[src/rtl/pcc_tick_timer.sv]
module pcc_tick_timer #(
  parameter int CNT_W = 32,
  parameter int EVT_W = 4,
  parameter int LVL_W = 3
) (
  input  logic             clk,
  input  logic             rst_n,
  input  logic             tick_1us,
  input  logic [4:2]       bus_addr,
  input  logic             bus_wr,
  input  logic [3:0]       bus_be,
  input  logic [31:0]      bus_wdata,
  output logic [31:0]      bus_rdata,
  output logic             irq_req,
  output logic [LVL_W-1:0] irq_lvl
);

  localparam logic [2:0] W_CMP = 3'd1;
  localparam logic [2:0] W_CNT = 3'd2;
  localparam logic [2:0] W_CTL = 3'd5;
  localparam logic [2:0] W_IRQ = 3'd6;

  logic [CNT_W-1:0] cnt, cmp;
  logic [EVT_W-1:0] evt;
  logic [LVL_W-1:0] lvl;
  logic run, coc, ien, pend;

  function automatic logic [CNT_W-1:0] merge(input logic [CNT_W-1:0] old,
                                              input logic [31:0] nw,
                                              input logic [3:0] be);
    logic [CNT_W-1:0] r;
    r = old;
    for (int i = 0; i < 4; i++)
      if (be[i]) r[8*i +: 8] = nw[8*i +: 8];
    return r;
  endfunction

  wire cmp_wr   = bus_wr && bus_addr == W_CMP;
  wire cnt_wr   = bus_wr && bus_addr == W_CNT;
  wire ctl_wr   = bus_wr && bus_addr == W_CTL && bus_be[0];
  wire irq_wr   = bus_wr && bus_addr == W_IRQ && bus_be[0];
  wire step     = tick_1us && run;
  wire match    = step && cnt == cmp;
  wire evt_clr  = ctl_wr && bus_wdata[2];
  wire pend_clr = irq_wr && bus_wdata[3];

  always_ff @(posedge clk) begin
    if (!rst_n) begin
      cnt  <= '0;
      cmp  <= '0;
      evt  <= '0;
      lvl  <= '0;
      run  <= 1'b0;
      coc  <= 1'b0;
      ien  <= 1'b0;
      pend <= 1'b0;
    end else begin
      if (cnt_wr)
        cnt <= merge(cnt, bus_wdata, bus_be);
      else if (step)
        cnt <= (match && coc) ? '0 : cnt + 1'b1;

      if (cmp_wr)
        cmp <= merge(cmp, bus_wdata, bus_be);

      if (ctl_wr) begin
        run <= bus_wdata[0];
        coc <= bus_wdata[1];
      end

      if (evt_clr)
        evt <= match ? EVT_W'(1) : '0;
      else if (match)
        evt <= evt + 1'b1;

      if (irq_wr) begin
        ien <= bus_wdata[4];
        lvl <= bus_wdata[LVL_W-1:0];
      end

      if (match)
        pend <= 1'b1;
      else if (pend_clr)
        pend <= 1'b0;
    end
  end

  always_comb begin
    bus_rdata = '0;
    case (bus_addr)
      W_CMP: bus_rdata = 32'(cmp);
      W_CNT: bus_rdata = 32'(cnt);
      W_CTL: bus_rdata = {24'b0, evt, 2'b00, coc, run};
      W_IRQ: bus_rdata = {24'b0, 2'b00, pend, ien, 1'b0, lvl};
      default: bus_rdata = '0;
    endcase
  end

  assign irq_req = pend & ien;
  assign irq_lvl = lvl;


  step_inc_chk: assert property (@(posedge clk) disable iff (!rst_n)
    (step && !match && !cnt_wr) |=> cnt == $past(cnt) + 1'b1);


  hold_chk: assert property (@(posedge clk) disable iff (!rst_n)
    (!step && !cnt_wr) |=> $stable(cnt));


  coc_zero_chk: assert property (@(posedge clk) disable iff (!rst_n)
    (match && coc && !cnt_wr) |=> cnt == '0);


  evt_step_chk: assert property (@(posedge clk) disable iff (!rst_n)
    (match && !evt_clr) |=> evt == $past(evt) + 1'b1);


  pend_set_chk: assert property (@(posedge clk) disable iff (!rst_n)
    match |=> pend);


  pend_clr_chk: assert property (@(posedge clk) disable iff (!rst_n)
    (pend_clr && !match) |=> !pend && !irq_req);


  rst_chk: assert property (@(posedge clk)
    !rst_n |=> (cnt == '0 && evt == '0 && !irq_req && !run));

endmodule

[config.mk]
export PLATFORM = sky130hd
export DESIGN_NAME = pcc_tick_timer
export DESIGN_NICKNAME = d
export VERILOG_FILES = /design/src/rtl/pcc_tick_timer.sv
export SDC_FILE = /design/constraint.sdc
export NUM_CORES = 1
export LEC_CHECK = 0
export ABC_AREA = 0
export BUFFER_PORTS_ARGS = -buffer_cell sky130_fd_sc_hd__buf_2
export CORE_MARGIN = 8
export CORE_UTILIZATION = 55
export DETAILED_ROUTE_END_ITERATION = 7
export GPL_TIMING_DRIVEN = 1
export PLACE_DENSITY = 0.78
export SLEW_MARGIN = 20
export SYNTH_ARGS = -nofsm -noshare
export SYNTH_HDL_FRONTEND = slang
export SYNTH_SLANG_ARGS = --single-unit
[constraint.sdc]
create_clock -name clk -period 3 [get_ports clk]
set_clock_uncertainty 0.2 [all_clocks]
set_input_delay 0.15 -clock clk [delete_from_list [all_inputs] [get_ports clk]]
set_output_delay 0.15 -clock clk [all_outputs]
set_load 0.02 [all_outputs]
==> results.md, run 1 <==
- Status: finished, final reports clean
- CP max FO: 12
- Distinct cells, synth: 58
- IO Pins: 79
- Nets: 756
- Clk buf depth: 2
- First-pass GRT wire length: approximately 24,000 µm
- Area contributors post-synth: dfxtp_1, mux2i_1, nor2_1
- Internal power: 1.61 mW
- DP Wirelength: 10,800 µm
- Synth area leader: dfxtp_1
- Required @ worst endpoint: 3040 ps
- Layout Cell Area excl Fill: 5880 µm²
- CTS Root Cell: clkbuf_8
- Worst r2r src: cnt[7]
- Avg WL per Cell: 18.6 µm
- Combinational power share: a little over a tenth
- Sw Share: 25.5%
- Sequential share of power: 47.4%
- Final Hold Slack: 20.6 ps
- GR Util All Layers: 25.4%
- Crit. End Element: flop
- Max-cap violations: 0
- Avg Cell Area, Syn: 7.83 µm²
- Cells after Synth: 625
- Core Region: between 8000 and 9000 µm²
- Sequential share of the synthesized area: 30.7%
- Die Area: 12,200 µm²
- Synthesized area: approximately 5000 µm²
- Initial antenna violation count: 0
- Post-synth EDFFs: 0
- Setup repair bufs after CTS: 0
- Synth-to-Final Area Change: 20.2%
- RSZ-0062 raised after global routing: no
- GRT overflow: 0
- 1st-pass router iterations: 5
- Layout cell share with drive strength beyond 1: a little under a fifth
- Worst Reg-to-Reg Cells: 6
- Top FF cell, synth: dfxtp_1
- Reg-to-reg setup timing slack: 500 ps
- Initial DRC count: 482
- Finished Core Util: between 60% and 70%
- Maximum VDD drop: ~0.22 mV
- # port buffers: 78
- DRC viols: 0
- DIE WIDTH: ~110 µm
- CP startpoint: cnt[7]
- Most common cell in the synthesized netlist: nor2_1
- # fillers: just over 700
- DR vias: 5,095
- Pin count of the biggest net entering global routing: 45
- Fmax: 399 MHz
- Die Y: 110 µm
- CTS clk-pin slew, worst paths: 80 ps
- Setup crit start kind: flop
- Pleak: 2.57 nW
- Initial Util: 56.4%
- Via count of the first global-routing pass: 4,962
- Final setup violation count: 0
- Final Max Tran Viols: 0
- Worst Setup EP: cnt[28]
- Worst rel slew slack: between 50% and 60%
- NetSw: 0.551 mW
- Arrival @ worst endpoint: between 2000 and 3000 ps
- CP Class: reg -> reg
- Power Density: 367 nW/µm²
- Routability cong.: ~0.93
- Share of the synthesized area in the top cell type: a little under a third
- Final ANT Viol Nets: 0
- Area after DPL: 5280 µm²
- Diodes inserted: 0
- Synth cell count leaders: nor2_1, dfxtp_1, a21oi_1
- Post-Synthesis Net Count: 670
- Worst-skew pair later-pin latency: around 360 ps
- Period utilization: 83.5%
- Ys async rst share: 0%
- Part of the power in the clock network: between 40% and 50%
- Non-Filler Instances: between 800 and 900
- H-tree Lvls: 3
- Type of the tightest min-delay check: in -> reg
- Ys Warns: 0
- Cell Rows: 34
- Final Hold Viols: 0
- # clock sinks: between 70 and 80
- Reg-to-Reg End: cnt[28]
- Detailed Route WL: 15,300 µm
- Least-Margin Pin Slew: 637 ps
- Vias per cell: 6.18
- Number of CTS-inserted buffers: 9
- Post-synthesis register bit count: 75
- Dpl cells: between 700 and 800
- CTS tree: built
- TNS Setup: 0 ps
- Crit path time final: 2500 ps
registers in the layout, summed over array words and instances (netlist names):
signal / cells
cmp: 32
cnt: 32
evt: 4
irq_lvl: 3
coc: 1
ien: 1
pend: 1
run: 1
layout by cell type (no fill, tap or decap), drive strengths merged, types with 33 or more instances in the layout:
cell | netlist | layout
buf | 28 | 96
nor2 | 82 | 82
dfxtp | 75 | 75
a21oi | 54 | 54
mux2i | 43 | 43
o21ai | 37 | 37
dlygate4sd3 | 0 | 37
nand2 | 35 | 35
xnor2 | 33 | 33
area by class of cell:
type                            count  area, µm²  area share, %
Clock buffer                       11        141           2.41
Multi-Input combinational cell    484       3090           52.6
Clock inverter                      5       85.1           1.45
Timing Repair Buffer              133        896           15.2
Sequential cell                    75       1500           25.5
Inverter                            8       30.0          0.511
Tap cell                          108        135           2.30
critical path: stages (launching register included):
cell and delay (ps):
dfxtp_1 530, and4_4 320, and4_1 470, nand4_1 230, xnor2_1 230, a21oi_1 90, a2111oi_0 320
how the worst min path moves through the flow:
stage / start / to / slack, ps / depth (start not counted)
4_1_cts: rst_n / cmp[16] / 8 / 3
6_report: rst_n / cmp[16] / 20 / 3
2_1_floorplan: bus_wdata[1] / coc / 90 / 2
3_3_place_gp: bus_wdata[16] / cmp[16] / 200 / 3
5_1_grt: rst_n / cmp[16] / 20 / 3
3_5_place_dp: bus_wdata[31] / cmp[31] / 210 / 3
cell families (layout without fill, tap and decap cells):
family | count (synthesis) | in the layout | share of synthesized area (%)
xor gates and xnor gates | 36 | 36 | 6.60
and+or+nand+nor | 243 | 243 | 25.6
buffers and inverters | 66 | 157 | 6.24
muxes | 48 | 48 | 9.95
AOI/OAI and AO/OA | 155 | 155 | 20.4
adders and majority gates | 2 | 2 | 0.512
DFF | 75 | 75 | 30.7
power by group through the flow:
stage                     clock, mW  sequential (mW)  combinational, mW
after floorplan                   0             1.04              0.124
after global placement            0             1.05              0.195
after detailed placement          0             1.05              0.198
after CTS                     0.905             1.02              0.231
after global routing          0.937             1.03              0.255
final                         0.899             1.02              0.236
layer usage:
metal	part of all wire (%)	GRT usage [%]	wire length, µm
met3	8.9	5.41	1360
met1	42	31.7	6460
met5	0	0	0
met2	46	41.0	7100
met4	2.8	11.4	422
metrics by stage:
step           total power, mW  setup slack, ps
3_5_place_dp              1.24              614
2_1_floorplan             1.16              866
3_3_place_gp              1.24              728
6_report                  2.16              495
4_1_cts                   2.16              543
5_1_grt                   2.22              234
timing repair:
| action | in CTS | in global routing |
|---|---|---|
| gates resized for setup | 0 | 0 |
| hold buffers | 37 | 0 |
| endpoints found under the hold margin | 58 | 0 |
Power figures use the tool's default switching activity.
==> inputs of run 2 (changes only) <==
--- a/config.mk
+++ b/config.mk
@@ -8,10 +8,10 @@
 export ABC_AREA = 0
 export BUFFER_PORTS_ARGS = -buffer_cell sky130_fd_sc_hd__buf_2
 export CORE_MARGIN = 8
-export CORE_UTILIZATION = 55
+export CORE_UTILIZATION = 52
 export DETAILED_ROUTE_END_ITERATION = 7
 export GPL_TIMING_DRIVEN = 1
-export PLACE_DENSITY = 0.78
+export PLACE_DENSITY = 0.77
 export SLEW_MARGIN = 20
 export SYNTH_ARGS = -nofsm -noshare
 export SYNTH_HDL_FRONTEND = slang
==> constraint.sdc (replaced) <==
create_clock -name clk -period 2.3 [get_ports clk]
set_clock_uncertainty 0.2 [all_clocks]
set_input_delay 0.115 -clock clk [delete_from_list [all_inputs] [get_ports clk]]
set_output_delay 0.115 -clock clk [all_outputs]
set_load 0.02 [all_outputs]
==> run 2 against run 1 <==
Against the previous run: die area up 4.9%; sequential share of layout area down 1.0 points; wire length up 7.4%; utilization down 0.66 points; setup slack worse by 390 ps; via count up 4.1%; sequential power up 30%; critical path depth up 1; total power up 33%; global-route usage down 0.061 points; combinational power up 45%; critical path type unchanged.
==> results.md, run 2 (synthesis gave the netlist of run 1 again) <==
- H-tree Lvls: 3 (unchanged)
- Largest regs: cmp x32, cnt x32, evt x4
- Worst r2r src: cmp[24]
- GRT overflow: 0 (unchanged)
- Initial antenna violation count: 1 (+1)
- WP buf/inv: 1 (+1)
- Final Power: 2.86 mW (+33%)
- Crit path time final: 2200 ps (-309 ps)
- Hold depth: 5 (+2)
- Die Area: 12,800 µm² (+4.9%)
- # fillers: 787 (+11%)
- Status: finished, final reports clean
- Arrival @ worst endpoint: 2220 ps (-330 ps)
- Setup repair bufs after CTS: 0 (unchanged)
- Final ANT Viol Nets: 0 (unchanged)
- Layout Cell Area excl Fill: 6170 µm² (+4.9%)
- RSZ-0062 raised after global routing: no
- GR Util All Layers: 25.3% (-0.061 points)
- Multi-input logic area: 3150 µm² (+2.1%)
- Critical path depth: 7 (+1)
- # port buffers: 78 (unchanged)
- DP Wirelength: 12,000 µm (+11%)
- Required @ worst endpoint: 2330 ps (-710 ps)
- Core Region: 9200 µm² (+6.0%)
- Final setup violation count: 0 (unchanged)
- Layout cell share with drive strength beyond 1: 24.4% (+5.8 points)
- Pin count of the biggest net entering global routing: 38 (-16%)
- Hold Startpoint: bus_be[3]
- Nets: 783 (+3.6%)
- Least-Margin Pin Slew: 680 ps (+42.8 ps)
- Via count of the first global-routing pass: 5,088 (+2.5%)
- Sw Share: 25.4% (-0.15 points)
- DR vias: 5,306 (+4.1%)
- Worst-skew pair later-pin latency: 350 ps (about the same)
- CP max FO: 25 (+13)
- Internal power: 2.13 mW (+33%)
- CTS Root Cell: clkbuf_8
- Number of CTS-inserted buffers: 9 (unchanged)
- Crit-path cells: xnor2_1 > nand4_1 > nor4_4 > nand3_2 > buf_6 > a211oi_1 > nor3_1
- Part of the power in the clock network: 41.6% (about the same)
- Combinational power share: 12.0% (+1.1 points)
- Crit. End Element: flop
- CP Class: reg -> reg
- Final Hold Viols: 0 (unchanged)
- TNS Setup: 0 ps (unchanged)
- Detailed Route WL: 16,500 µm (+7.4%)
- Clk buf depth: 2 (unchanged)
- First-pass GRT wire length: 26,300 µm (+7.5%)
- Period utilization: 95.5% (+12 points)
- Maximum VDD drop: 0.366 mV (+63%)
- Avg WL per Cell: 19.3 µm (+3.5%)
- Synth-to-Final Area Change: 26.1%
- Initial DRC count: 423 (-12%)
- DRC viols: 0 (unchanged)
- Family with the most delay on the worst path: simple AND/OR/NAND/NOR gates
- Sequential Area: 1510 µm² (+0.83%)
- Die Y: 113 µm (+2.4%)
- Fmax: 456 MHz (+14%)
- Pleak: 2.73 nW (+6.3%)
- Slowest stage cell, crit path: nor4_4
- Slowest stage delay, CP: 350 ps (-180 ps)
- Max-cap violations: 0 (unchanged)
- Vias per cell: 6.21 (+0.37%)
- NetSw: 0.727 mW (+32%)
- Area after DPL: 5540 µm² (+4.9%)
- Worst Reg-to-Reg Cells: 7 (+1)
- Type of the tightest min-delay check: in -> reg
- Commonest non-fill, non-tap cell in the layout: nor2_1
- # clock sinks: 75 (unchanged)
- Cell Rows: 35 (+2.9%)
- DIE WIDTH: 113 µm (+2.4%)
- CTS tree: built
- Power Density: 464 nW/µm² (+26%)
- Hold endpoint: cnt[30]
- Reg-to-reg setup timing slack: 100 ps (-390 ps)
- Worst rel slew slack: 54.6% (-2.9 points)
- Final Hold Slack: 72.8 ps (+52.3 ps)
- 1st-pass router iterations: 7 (+2)
- Setup crit start kind: flop
- IO Pins: 79 (unchanged)
- Final Max Tran Viols: 0 (unchanged)
- CTS clk-pin slew, worst paths: 100 ps (+20 ps)
- Sequential share of power: 46.4% (-1.0 points)
- Initial Util: 53.2% (-3.2 points)
- Reg-to-Reg End: cnt[15]
- Commonest non-fill, non-tap cells in the layout: nor2_1, buf_2, dfxtp_1
- Routability cong.: 0.928 (-0.24%)
[run 2: layout make-up]
type / instances / area share (%)
tap: 111 / 2.25
inverter: 8 / 0.487
clock inverter: 4 / 1.18
multi-input combinational: 484 / 51.1
clock buffer: 12 / 2.52
timing repair buffer: 160 / 17.9
sequential: 75 / 24.5
antenna: 1 / 0.0406
[run 2: layer usage]
layer  track usage [%]  up-vias  part of all wire [%]
li1                  -     2485                     -
met1              32.2     2505                    42
met2              42.2      281                    48
met3              4.31       35                   8.6
met4              8.88        0                   2.2
met5                 0        -                     0
[run 2: power by group through the flow]
| stage | Combinational (mW) | Clock, mW | Sequential (mW) |
|---|---|---|---|
| CTS | 0.323 | 1.19 | 1.33 |
| finish | 0.343 | 1.19 | 1.33 |
| global route | 0.368 | 1.26 | 1.33 |
| floorplan | 0.162 | 0 | 1.35 |
| global placement | 0.277 | 0 | 1.36 |
| detailed placement | 0.281 | 0 | 1.36 |
[run 2: through the flow]
stage | std cells | util, % | setup WS [ps]
after floorplan | 625 | - | 166
after global placement | 806 | 60.2 | 101
after detailed placement | 806 | 60.2 | 24.0
after CTS | 854 | 66.2 | 12.1
after global routing | 855 | 67.1 | 6.89
final | 855 | 67.1 | 105
[run 2: worst max path at each step]
stage	start	to	slack, ps
floorplan	cnt[20]	cnt[15]	170
global placement	cnt[14]	cnt[15]	100
detailed placement	cnt[1]	cnt[26]	20
CTS	cnt[1]	cnt[26]	10
global route	cnt[10]	cnt[29]	7
finish	cmp[24]	cnt[15]	100
[run 2: timing repair]
| item | in CTS | in global routing |
|---|---|---|
| gates resized for setup | 0 | 22 |
| endpoints found under the hold margin | 66 | 0 |
| endpoints found under the setup margin | 0 | 27 |
| hold buffers | 32 | 0 |
[run 2: tightest hold or removal path, delay by kind of cell]
family                 cells  cell delay [ps]
AO/OA/AOI/OAI              2              180
AND/OR/NAND/NOR            2              180
buffers and inverters      1              110
